$ cat config.mk
export PLATFORM = sky130hd
export DESIGN_NAME = sc_tx_launch
export DESIGN_NICKNAME = d
export VERILOG_FILES = /design/src/rtl/sc_tx_pkg.sv /design/src/rtl/sc_etu_ticker.sv /design/src/rtl/sc_tx_holding.sv /design/src/rtl/sc_tx_serializer.sv /design/src/rtl/sc_tx_launch.sv
export SDC_FILE = /design/constraint.sdc
export NUM_CORES = 1
export LEC_CHECK = 0
export CORE_ASPECT_RATIO = 1.2
export CORE_MARGIN = 5
export CORE_UTILIZATION = 56
export DETAILED_ROUTE_END_ITERATION = 10
export GPL_TIMING_DRIVEN = 0
export PLACE_DENSITY_LB_ADDON = 0.25
export SETUP_SLACK_MARGIN = 0.4
export SLEW_MARGIN = 0
export SYNTH_ARGS = -nofsm -noshare
export SYNTH_HDL_FRONTEND = slang
export SYNTH_SLANG_ARGS = --single-unit
$ cat constraint.sdc
create_clock -name clk -period 4.3 [get_ports clk]
set_clock_uncertainty 0.05 [all_clocks]
set_input_delay 0.645 -clock clk [delete_from_list [all_inputs] [get_ports clk]]
set_output_delay 0.645 -clock clk [all_outputs]
set_load 0.05 [all_outputs]
$ cat src/rtl/sc_tx_pkg.sv
package sc_tx_pkg;

    typedef enum logic [1:0] {
        SER_IDLE  = 2'd0,
        SER_SHIFT = 2'd1,
        SER_GUARD = 2'd2
    } ser_state_e;

endpackage

$ cat src/rtl/sc_etu_ticker.sv
module sc_etu_ticker #(
    parameter int ETU_W = 12
) (
    input  logic             clk,
    input  logic             rst,
    input  logic             restart_i,
    input  logic [ETU_W-1:0] div_i,
    output logic             tick_o
);

    typedef struct packed {
        logic [ETU_W-1:0] cnt;
    } tick_state_t;

    tick_state_t st_d, st_q;
    logic [ETU_W-1:0] div_eff;

    always_comb begin
        div_eff = (div_i == '0) ? ETU_W'(1) : div_i;
        tick_o  = (st_q.cnt >= div_eff - ETU_W'(1));
        st_d    = st_q;
        if (restart_i || tick_o) begin
            st_d.cnt = '0;
        end else begin
            st_d.cnt = st_q.cnt + ETU_W'(1);
        end
    end

    always_ff @(posedge clk) begin
        if (rst) begin
            st_q <= '0;
        end else begin
            st_q <= st_d;
        end
    end

    p_restart_zero_r3: assert property (@(posedge clk) disable iff (rst)
        restart_i |=> (st_q.cnt == '0));

    p_unit_div_tick_r11: assert property (@(posedge clk) disable iff (rst)
        (div_i == '0) && $stable(div_i) && !$past(restart_i) |-> tick_o);

endmodule

$ cat src/rtl/sc_tx_holding.sv
module sc_tx_holding #(
    parameter int DATA_W = 8
) (
    input  logic              clk,
    input  logic              rst,
    input  logic              load_i,
    input  logic [DATA_W-1:0] data_i,
    input  logic              take_i,
    output logic              pend_o,
    output logic [DATA_W-1:0] data_o
);

    typedef struct packed {
        logic              pend;
        logic [DATA_W-1:0] data;
    } hold_state_t;

    hold_state_t st_d, st_q;

    always_comb begin
        st_d = st_q;
        if (load_i) begin
            st_d.pend = 1'b1;
            st_d.data = data_i;
        end else if (take_i) begin
            st_d.pend = 1'b0;
        end
    end

    always_ff @(posedge clk) begin
        if (rst) begin
            st_q <= '0;
        end else begin
            st_q <= st_d;
        end
    end

    assign pend_o = st_q.pend;
    assign data_o = st_q.data;

    p_take_clears_r6: assert property (@(posedge clk) disable iff (rst)
        take_i && !load_i |=> !pend_o);

    p_latest_wins_r7: assert property (@(posedge clk) disable iff (rst)
        load_i |=> pend_o && (data_o == $past(data_i)));

endmodule

$ cat src/rtl/sc_tx_serializer.sv
module sc_tx_serializer
    import sc_tx_pkg::*;
#(
    parameter int DATA_W  = 8,
    parameter int GUARD_W = 8
) (
    input  logic               clk,
    input  logic               rst,
    input  logic               start_i,
    input  logic [DATA_W-1:0]  data_i,
    input  logic [GUARD_W-1:0] guard_i,
    input  logic               tick_i,
    output logic               ready_o,
    output logic               io_o,
    output logic               busy_o
);

    localparam int LAST_IDX = DATA_W + 1;
    localparam int IDX_W    = $clog2(DATA_W + 2);

    typedef struct packed {
        ser_state_e        state;
        logic [IDX_W-1:0]  idx;
        logic [DATA_W:0]   shreg;
        logic [GUARD_W-1:0] gcnt;
        logic              io;
    } ser_state_t;

    ser_state_t st_d, st_q;
    logic at_last;
    logic guard_last;

    always_comb begin
        at_last    = (st_q.idx == IDX_W'(LAST_IDX));
        guard_last = (st_q.gcnt == GUARD_W'(1));
        ready_o    = (st_q.state == SER_IDLE)
                   || (tick_i && st_q.state == SER_SHIFT && at_last && st_q.gcnt == '0)
                   || (tick_i && st_q.state == SER_GUARD && guard_last);
        st_d = st_q;
        if (start_i) begin
            st_d.state = SER_SHIFT;
            st_d.idx   = '0;
            st_d.shreg = {^data_i, data_i};
            st_d.gcnt  = guard_i;
            st_d.io    = 1'b0;
        end else if (tick_i) begin
            case (st_q.state)
                SER_SHIFT: begin
                    if (at_last) begin
                        st_d.io    = 1'b1;
                        st_d.state = (st_q.gcnt == '0) ? SER_IDLE : SER_GUARD;
                    end else begin
                        st_d.io    = st_q.shreg[0];
                        st_d.shreg = {1'b0, st_q.shreg[DATA_W:1]};
                        st_d.idx   = st_q.idx + IDX_W'(1);
                    end
                end
                SER_GUARD: begin
                    st_d.io   = 1'b1;
                    st_d.gcnt = st_q.gcnt - GUARD_W'(1);
                    if (guard_last) begin
                        st_d.state = SER_IDLE;
                    end
                end
                default: begin
                    st_d.io = 1'b1;
                end
            endcase
        end
    end

    always_ff @(posedge clk) begin
        if (rst) begin
            st_q.state <= SER_IDLE;
            st_q.idx   <= '0;
            st_q.shreg <= '0;
            st_q.gcnt  <= '0;
            st_q.io    <= 1'b1;
        end else begin
            st_q <= st_d;
        end
    end

    assign io_o   = st_q.io;
    assign busy_o = (st_q.state != SER_IDLE);

    p_start_bit_low_r3: assert property (@(posedge clk) disable iff (rst)
        start_i |=> (!io_o && busy_o));

    p_guard_high_r4: assert property (@(posedge clk) disable iff (rst)
        (st_q.state == SER_GUARD) |-> io_o);

    p_idle_released_r4: assert property (@(posedge clk) disable iff (rst)
        !busy_o |-> io_o);

    p_start_only_ready_r6: assert property (@(posedge clk) disable iff (rst)
        start_i |-> ready_o);

endmodule

$ cat src/rtl/sc_tx_launch.sv
module sc_tx_launch #(
    parameter int DATA_W  = 8,
    parameter int ETU_W   = 12,
    parameter int GUARD_W = 8
) (
    input  logic               clk,
    input  logic               rst,
    input  logic               wr_stb,
    input  logic [DATA_W-1:0]  wr_data,
    input  logic               sync_mode,
    input  logic [ETU_W-1:0]   etu_div,
    input  logic [GUARD_W-1:0] guard_etu,
    output logic               card_io,
    output logic               busy
);

    typedef struct packed {
        logic wr_prev;
        logic sync_bit;
    } top_state_t;

    top_state_t st_d, st_q;
    logic wr_evt;
    logic load;
    logic start;
    logic pend;
    logic [DATA_W-1:0] pend_data;
    logic ser_ready;
    logic ser_io;
    logic tick;

    always_comb begin
        wr_evt = wr_stb && !st_q.wr_prev;
        load   = wr_evt && !sync_mode;
        start  = pend && ser_ready && !sync_mode;
        st_d   = st_q;
        st_d.wr_prev = wr_stb;
        if (wr_evt && sync_mode) begin
            st_d.sync_bit = wr_data[0];
        end
    end

    always_ff @(posedge clk) begin
        if (rst) begin
            st_q.wr_prev  <= 1'b0;
            st_q.sync_bit <= 1'b1;
        end else begin
            st_q <= st_d;
        end
    end

    sc_etu_ticker #(.ETU_W(ETU_W)) u_ticker (
        .clk       (clk),
        .rst       (rst),
        .restart_i (start),
        .div_i     (etu_div),
        .tick_o    (tick)
    );

    sc_tx_holding #(.DATA_W(DATA_W)) u_hold (
        .clk    (clk),
        .rst    (rst),
        .load_i (load),
        .data_i (wr_data),
        .take_i (start),
        .pend_o (pend),
        .data_o (pend_data)
    );

    sc_tx_serializer #(.DATA_W(DATA_W), .GUARD_W(GUARD_W)) u_ser (
        .clk     (clk),
        .rst     (rst),
        .start_i (start),
        .data_i  (pend_data),
        .guard_i (guard_etu),
        .tick_i  (tick),
        .ready_o (ser_ready),
        .io_o    (ser_io),
        .busy_o  (busy)
    );

    assign card_io = sync_mode ? st_q.sync_bit : ser_io;

    p_sync_copy_r9: assert property (@(posedge clk) disable iff (rst)
        (sync_mode && wr_evt) |=> (!sync_mode || card_io == $past(wr_data[0])));

    p_sync_no_launch_r9: assert property (@(posedge clk) disable iff (rst)
        (sync_mode && !busy) |=> !busy);

    p_level_single_r10: assert property (@(posedge clk) disable iff (rst)
        (wr_stb && $past(wr_stb)) |-> !load);

    p_idle_write_busy_r2: assert property (@(posedge clk) disable iff (rst)
        (load && !busy && !pend) |=> ##1 busy);

endmodule

==> results of run 1 <==
[layer usage]
layer | up-vias | track usage | share of wire
met3 | 28 | 0.03349 | 0.037
met1 | 1143 | 0.2089 | 0.39
li1 | 1227 | - | -
met2 | 60 | 0.3661 | 0.53
met4 | 0 | 0.09709 | 0.042
met5 | - | 0 | 0
[flip-flops by register name, indices dropped and copies added (netlist names)]
register and count:
u_hold.pend_o 1, u_ser.io_o 1, u_ticker.st_q 12, u_hold.data_o 8, st_q 2, u_ser.st_q 23
[cell type report]
class / instances / area [sq um]
buffer: 12 / 91.34
clock buffer: 6 / 72.57
clock inverter: 2 / 60.06
fill: 375 / 1245
inverter: 13 / 48.80
multi-input combinational: 242 / 1853
sequential: 47 / 940.9
tap: 60 / 75.07
timing repair buffer: 52 / 483.0
[cell usage after synthesis (7+ instances only)]
master	number
nand2_1	13
dfxtp_1	47
xnor2_1	19
xor2_1	15
mux2i_1	19
a21oi_1	8
ha_1	21
inv_1	13
nand3_1	9
a22oi_1	7
a211oi_1	17
nor2_1	52
[how the worst max path moves through the flow]
stage,from,slack (ns),to,cells after the start
detailed placement,etu_div[3],-0.55,u_ser.st_q[5],17
global placement,etu_div[2],-0.53,u_ser.st_q[6],17
global route,etu_div[7],0.23,u_ser.st_q[16],17
finish,etu_div[11],0.39,u_ser.st_q[12],16
floorplan,etu_div[3],0.45,u_ser.st_q[15],16
CTS,etu_div[5],0.41,u_ser.st_q[12],17
[critical path: stages]
cell and delay [ns]:
clkdlybuf4s50_1 0.52, nor4_4 0.07, a21oi_2 0.19, ha_2 0.24
nand2_4 0.07, or3_4 0.34, xor2_1 0.16, ha_1 0.28
nand4_1 0.13, a2111o_1 0.45, o221ai_4 0.21, and2_4 0.19
buf_6 0.11, buf_8 0.12, mux2i_1 0.20, a211oi_1 0.09
[logic make-up after synthesis]
group	Yosys count
AOI/OAI and AO/OA	55
xor gates and xnor gates	34
adders and majority gates	21
buffers and inverters	25
DFF	47
muxes	20
and+or+nand+nor	112
[what timing repair did]
action                                  in CTS  in global routing
gates cloned                                 0                  1
gates resized for setup                     45                 33
hold endpoints to repair                     0                  0
setup buffers                               10                  9
endpoints found under the setup margin      37                 34
pin swaps                                   12                 28
[power by group]
group	total, mW	leakage, nW	switching [mW]	internal, mW
Sequential	0.466	0.382	0.0144	0.451
Combinational	0.182	0.975	0.0901	0.0919
Clock	0.380	0.0654	0.148	0.232
==> flow_metrics.tcl, run 1 <==
set metrics [dict create \
    status "finished, final reports clean" \
    finalSetupViolCount 0 \
    fmax_mhz 256.0 \
    ys_warn_count 0 \
    cp-end-kind "flip-flop" \
    portBuffers 32 \
    antennaDiodeCount 0 \
    fin_hold_ws_ns 0.4352 \
    peakVddDrop_uv 340.5 \
    routed_wl_um 6471 \
    clk_pin_slew_worst_paths_ns 0.09 \
    finish.utilization 0.7443 \
    layout_commonest_cell "nor2_1" \
    dp_hpwl_um 4313 \
    fin_crit_ns 3.906 \
    via_count 2458 \
    floorplan.initialDensity 0.5707 \
    synth_nets 367 \
    required_ns 4.43 \
    worstSetupPathType "in2reg" \
    fp-row-count 28 \
    area_growth_syn_to_layout_pct 30.44 \
    fp.dieArea_sq_mm 0.006477 \
    dp_cells 406 \
    cts_hold_buf 0 \
    netlist.area_leader.share 0.3386 \
    synth_compound_area_frac 0.1508 \
    place.gp.congestion 0.7698 \
    r2r_setup_slack_ns 1.78 \
    synth-async-reset-ratio 0 \
    synth_cell_type_count 49 \
    dp_slack_ns -0.5451 \
    synth.area.top_cells "dfxtp_1 (34%), ha_1 (9.5%), nor2_1 (7.0%)" \
    synth_simple_gate_area_frac 0.1945 \
    finalPower_mw 1.028 \
    rr_startpoint "u_ticker.st_q[0]" \
    final.setup.tns_ns 0 \
    final_cell_area_sq_mm 0.003625 \
    ios 34 \
    rsz0062_at_grt "true" \
    overflow 0 \
    slew_viol_final 0 \
    ys_seq_area_frac 0.3386 \
    placed_area_sq_mm 0.003174 \
    cp-start-kind "input pin" \
    yosys_most_used_dff "dfxtp_1" \
    synth_area_sq_mm 0.002779 \
    hp-start "u_ticker.st_q[0]" \
    die_x_um 74.31 \
    crit_fanout 8 \
    cts_root_buf "clkbuf_8" \
    syn_inst 314 \
    clock-sinks 47 \
    grt_pass1_vias 2397 \
    h-tree-depth 2 \
    synthAdderAreaFrac 0.09455 \
    grt_pass1_wl_um 10040 \
    cap_violations 0 \
    clock_latency_ns 0.30 \
    drive_gt1_frac 0.1845 \
    syn_area_per_cell_sq_um 8.850 \
    ys_seq_elements 47 \
    yosys-mux-area-fraction 0.07249 \
    final_cells 434 \
    holdPathEnd "u_ticker.st_q[0]" \
    cp_data_arrival_time_ns 4.03 \
    max_slew_margin 0.5650 \
    clk_path_buf_depth 2 \
    power_density_mw_per_mm2 283.6 \
    hold_viol 0 \
    coreArea_sq_mm 0.004870 \
    grt_start_max_net_pins 15 \
    wl_per_cell_um 14.91 \
    cts_tree "built" \
    first_pass_iters 4 \
    regToRegEndpoint "u_ser.st_q[2]" \
    synth_top_cell_by_area "dfxtp_1" \
    worstHoldPathType "reg2reg" \
    grt_use_total 0.1970 \
    whs_path_depth 1 \
    layout.nets 426 \
    synth_top_family_by_area "simple AND/OR/NAND/NOR gates" \
    fin_crit_sh 0.9083 \
    leakagePower_nw 1.422 \
    antenna_found_initial 0 \
    die_h_um 87.17 \
    ff2ff_path_depth 10 \
    drc 0 \
    vias_per_cell 5.664 \
    synth-xor-area-share 0.1072 \
    dr.first_iter.drc_count 128 \
    cts_buffers 5 \
    ant_nets 0 \
    synth_edf_count 0 \
    tightest_slew_ns 0.6466 \
    mostFrequentLayoutCells "nor2_1 (50), dfxtp_1 (47), clkdlybuf4s50_1 (23)" \
    fin_ws_ns 0.3942 \
]
No activity file was read; power rests on OpenSTA's default activity.
==> run 2, diff against run 1 <==
- SKIP_CTS_REPAIR_TIMING: not set -> 1
==> run 2 against run 1 <==
Non-clock buffer count down 11; sequential cell count is the same; clock power about the same; largest power group unchanged; via count shrank 2.6%; setup slack better by 0.050 ns; final cell count decreased by 2.5%.
==> flow_metrics.tcl, run 2 (synthesized netlist as in run 1, its figures left out) <==
set metrics [dict create \
    cts_root_buf "clkbuf_8" \
    grt_start_max_net_pins 15 \
    fin_crit_sh 0.8966 \
    required_ns 4.42 \
    drive_gt1_frac 0.1322 \
    vias_per_cell 5.657 \
    power_density_mw_per_mm2 287.8 \
    endpoint "u_ser.st_q[12]" \
    fin_ws_ns 0.4445 \
    dp_slack_ns -0.5451 \
    finalSetupViolCount 0 \
    regMostFlops "u_ser.st_q" \
    fp-row-count 28 \
    dr.max_layer_used "met4" \
    crit_fanout 5 \
    wl_met3_um 269 \
    die_h_um 87.17 \
    seqPwrFrac 0.459 \
    drc 0 \
    wl_met1_um 2339 \
    finish.utilization 0.7235 \
    ant_nets 0 \
    p_sw_frac 0.2414 \
    fmax_mhz 259.4 \
    slew_viol_final 0 \
    coreArea_sq_mm 0.004870 \
    h-tree-depth 2 \
    dr.first_iter.drc_count 138 \
    layout_commonest_cell "nor2_1" \
    grt_pass1_wl_um 9708 \
    setup.worst_path.start "etu_div[9]" \
    max_slew_margin 0.5959 \
    overflow 0 \
    peakVddDrop_uv 355.9 \
    dp_hpwl_um 4313 \
    antennaDiodeCount 0 \
    clk_pin_slew_worst_paths_ns 0.09 \
    leakagePower_nw 1.395 \
    antenna_found_initial 0 \
    largest_reg_flops 23 \
    grt_pass1_vias 2251 \
    dr_wl_met2_um 3341 \
    hold_viol 0 \
    switchingPower_mw 0.2448 \
    clk_path_buf_depth 2 \
    via_count 2393 \
    grt_use_total 0.1904 \
    first_pass_iters 4 \
    floorplan.initialDensity 0.5707 \
    fin_crit_ns 3.855 \
    routed_wl_um 6124 \
    power_frac_comb 0.167 \
    r2r_setup_slack_ns 1.71 \
    tightest_slew_ns 0.6006 \
    p_clk_frac 0.373 \
    fp.dieArea_sq_mm 0.006477 \
    cts_buffers 5 \
    cap_violations 0 \
    internal-power_mw 0.7692 \
    final.fill_count 385 \
    regToRegEndpoint "u_ticker.st_q[7]" \
    cp-end-kind "flip-flop" \
    fin_hold_ws_ns 0.4347 \
    worstHoldPathType "reg2reg" \
    rsz0062_at_grt "true" \
    die_x_um 74.31 \
    place.gp.congestion 0.7698 \
    rr_startpoint "u_ticker.st_q[0]" \
    ios 34 \
    cp-start-kind "input pin" \
    clock-sinks 47 \
    mostFrequentLayoutCells "nor2_1 (51), dfxtp_1 (47), clkdlybuf4s50_1 (22), ha_1 (20), mux2i_1 (19)" \
    ff2ff_path_depth 10 \
    final.setup.tns_ns 0 \
    area_growth_syn_to_layout_pct 26.79 \
    clock_latency_ns 0.30 \
    cts_tree "built" \
    worstSetupPathType "in2reg" \
    portBuffers 32 \
    cp_data_arrival_time_ns 3.98 \
    wl_per_cell_um 14.48 \
    status "finished, final reports clean" \
    layout.nets 415 \
]
[run 2: changes by cell type in the layout (fill, tap and decap cells not counted), moves of 2 or more]
cell	delta
buf_6	-2
buf_4	-10
a22oi_2	-3
a22oi_1	+3
dlymetal6s2s_1	+6
[run 2: area by class of cell]
cell class | count | area [sq um] | share of cell area
Buffer | 12 | 85.08 | 0.02415
Clock buffer | 6 | 72.57 | 0.02060
Clock inverter | 2 | 60.06 | 0.01705
Inverter | 13 | 48.80 | 0.01385
Multi-Input combinational cell | 242 | 1818 | 0.5160
Sequential cell | 47 | 940.9 | 0.2670
Tap cell | 60 | 75.07 | 0.02131
Timing Repair Buffer | 41 | 422.9 | 0.1200
[run 2: power by group through the flow]
stage	combinational (mW)	clock [mW]	sequential, mW
after global routing	0.188	0.409	0.468
after CTS	0.162	0.386	0.465
after detailed placement	0.159	0	0.476
final	0.170	0.378	0.466
after global placement	0.156	0	0.475
after floorplan	0.106	0	0.472
[run 2: per-stage QoR]
step | instances | total power [mW] | area [sq um]
global placement | 406 | 0.6309 | 3174
floorplan | 314 | 0.5778 | 2779
detailed placement | 406 | 0.6350 | 3174
finish | 423 | 1.014 | 3523
CTS | 414 | 1.013 | 3307
global route | 423 | 1.066 | 3523
[run 2: how the worst min path moves through the flow]
stage                      from               end  slack [ns]  cells past startpoint
4_1_cts        u_ticker.st_q[0]  u_ticker.st_q[0]        0.44                      1
2_1_floorplan  u_ticker.st_q[0]  u_ticker.st_q[0]        0.39                      1
3_5_place_dp   u_ticker.st_q[0]  u_ticker.st_q[0]        0.42                      1
5_1_grt          u_ser.st_q[17]    u_ser.st_q[17]        0.46                      2
3_3_place_gp   u_ticker.st_q[0]  u_ticker.st_q[0]        0.41                      1
6_report       u_ticker.st_q[0]  u_ticker.st_q[0]        0.43                      1
[run 2: critical path, cell delays in order]
cell	delay, ns
buf_6	0.09
or4_4	0.56
nor4_4	0.28
a21oi_2	0.10
ha_2	0.23
nand2_2	0.09
nor2_2	0.04
xnor2_1	0.14
ha_1	0.31
nand4_1	0.16
a2111o_1	0.38
o221ai_4	0.23
and2_4	0.18
buf_6	0.13
buf_8	0.12
mux2i_1	0.19
a211oi_1	0.09
[run 2: metal layers]
| layer | up-vias | track usage |
|---|---|---|
| li1 | 1204 | - |
| met1 | 1121 | 0.2132 |
| met2 | 52 | 0.3484 |
| met5 | - | 0 |
| met4 | 0 | 0.07929 |
| met3 | 16 | 0.03233 |
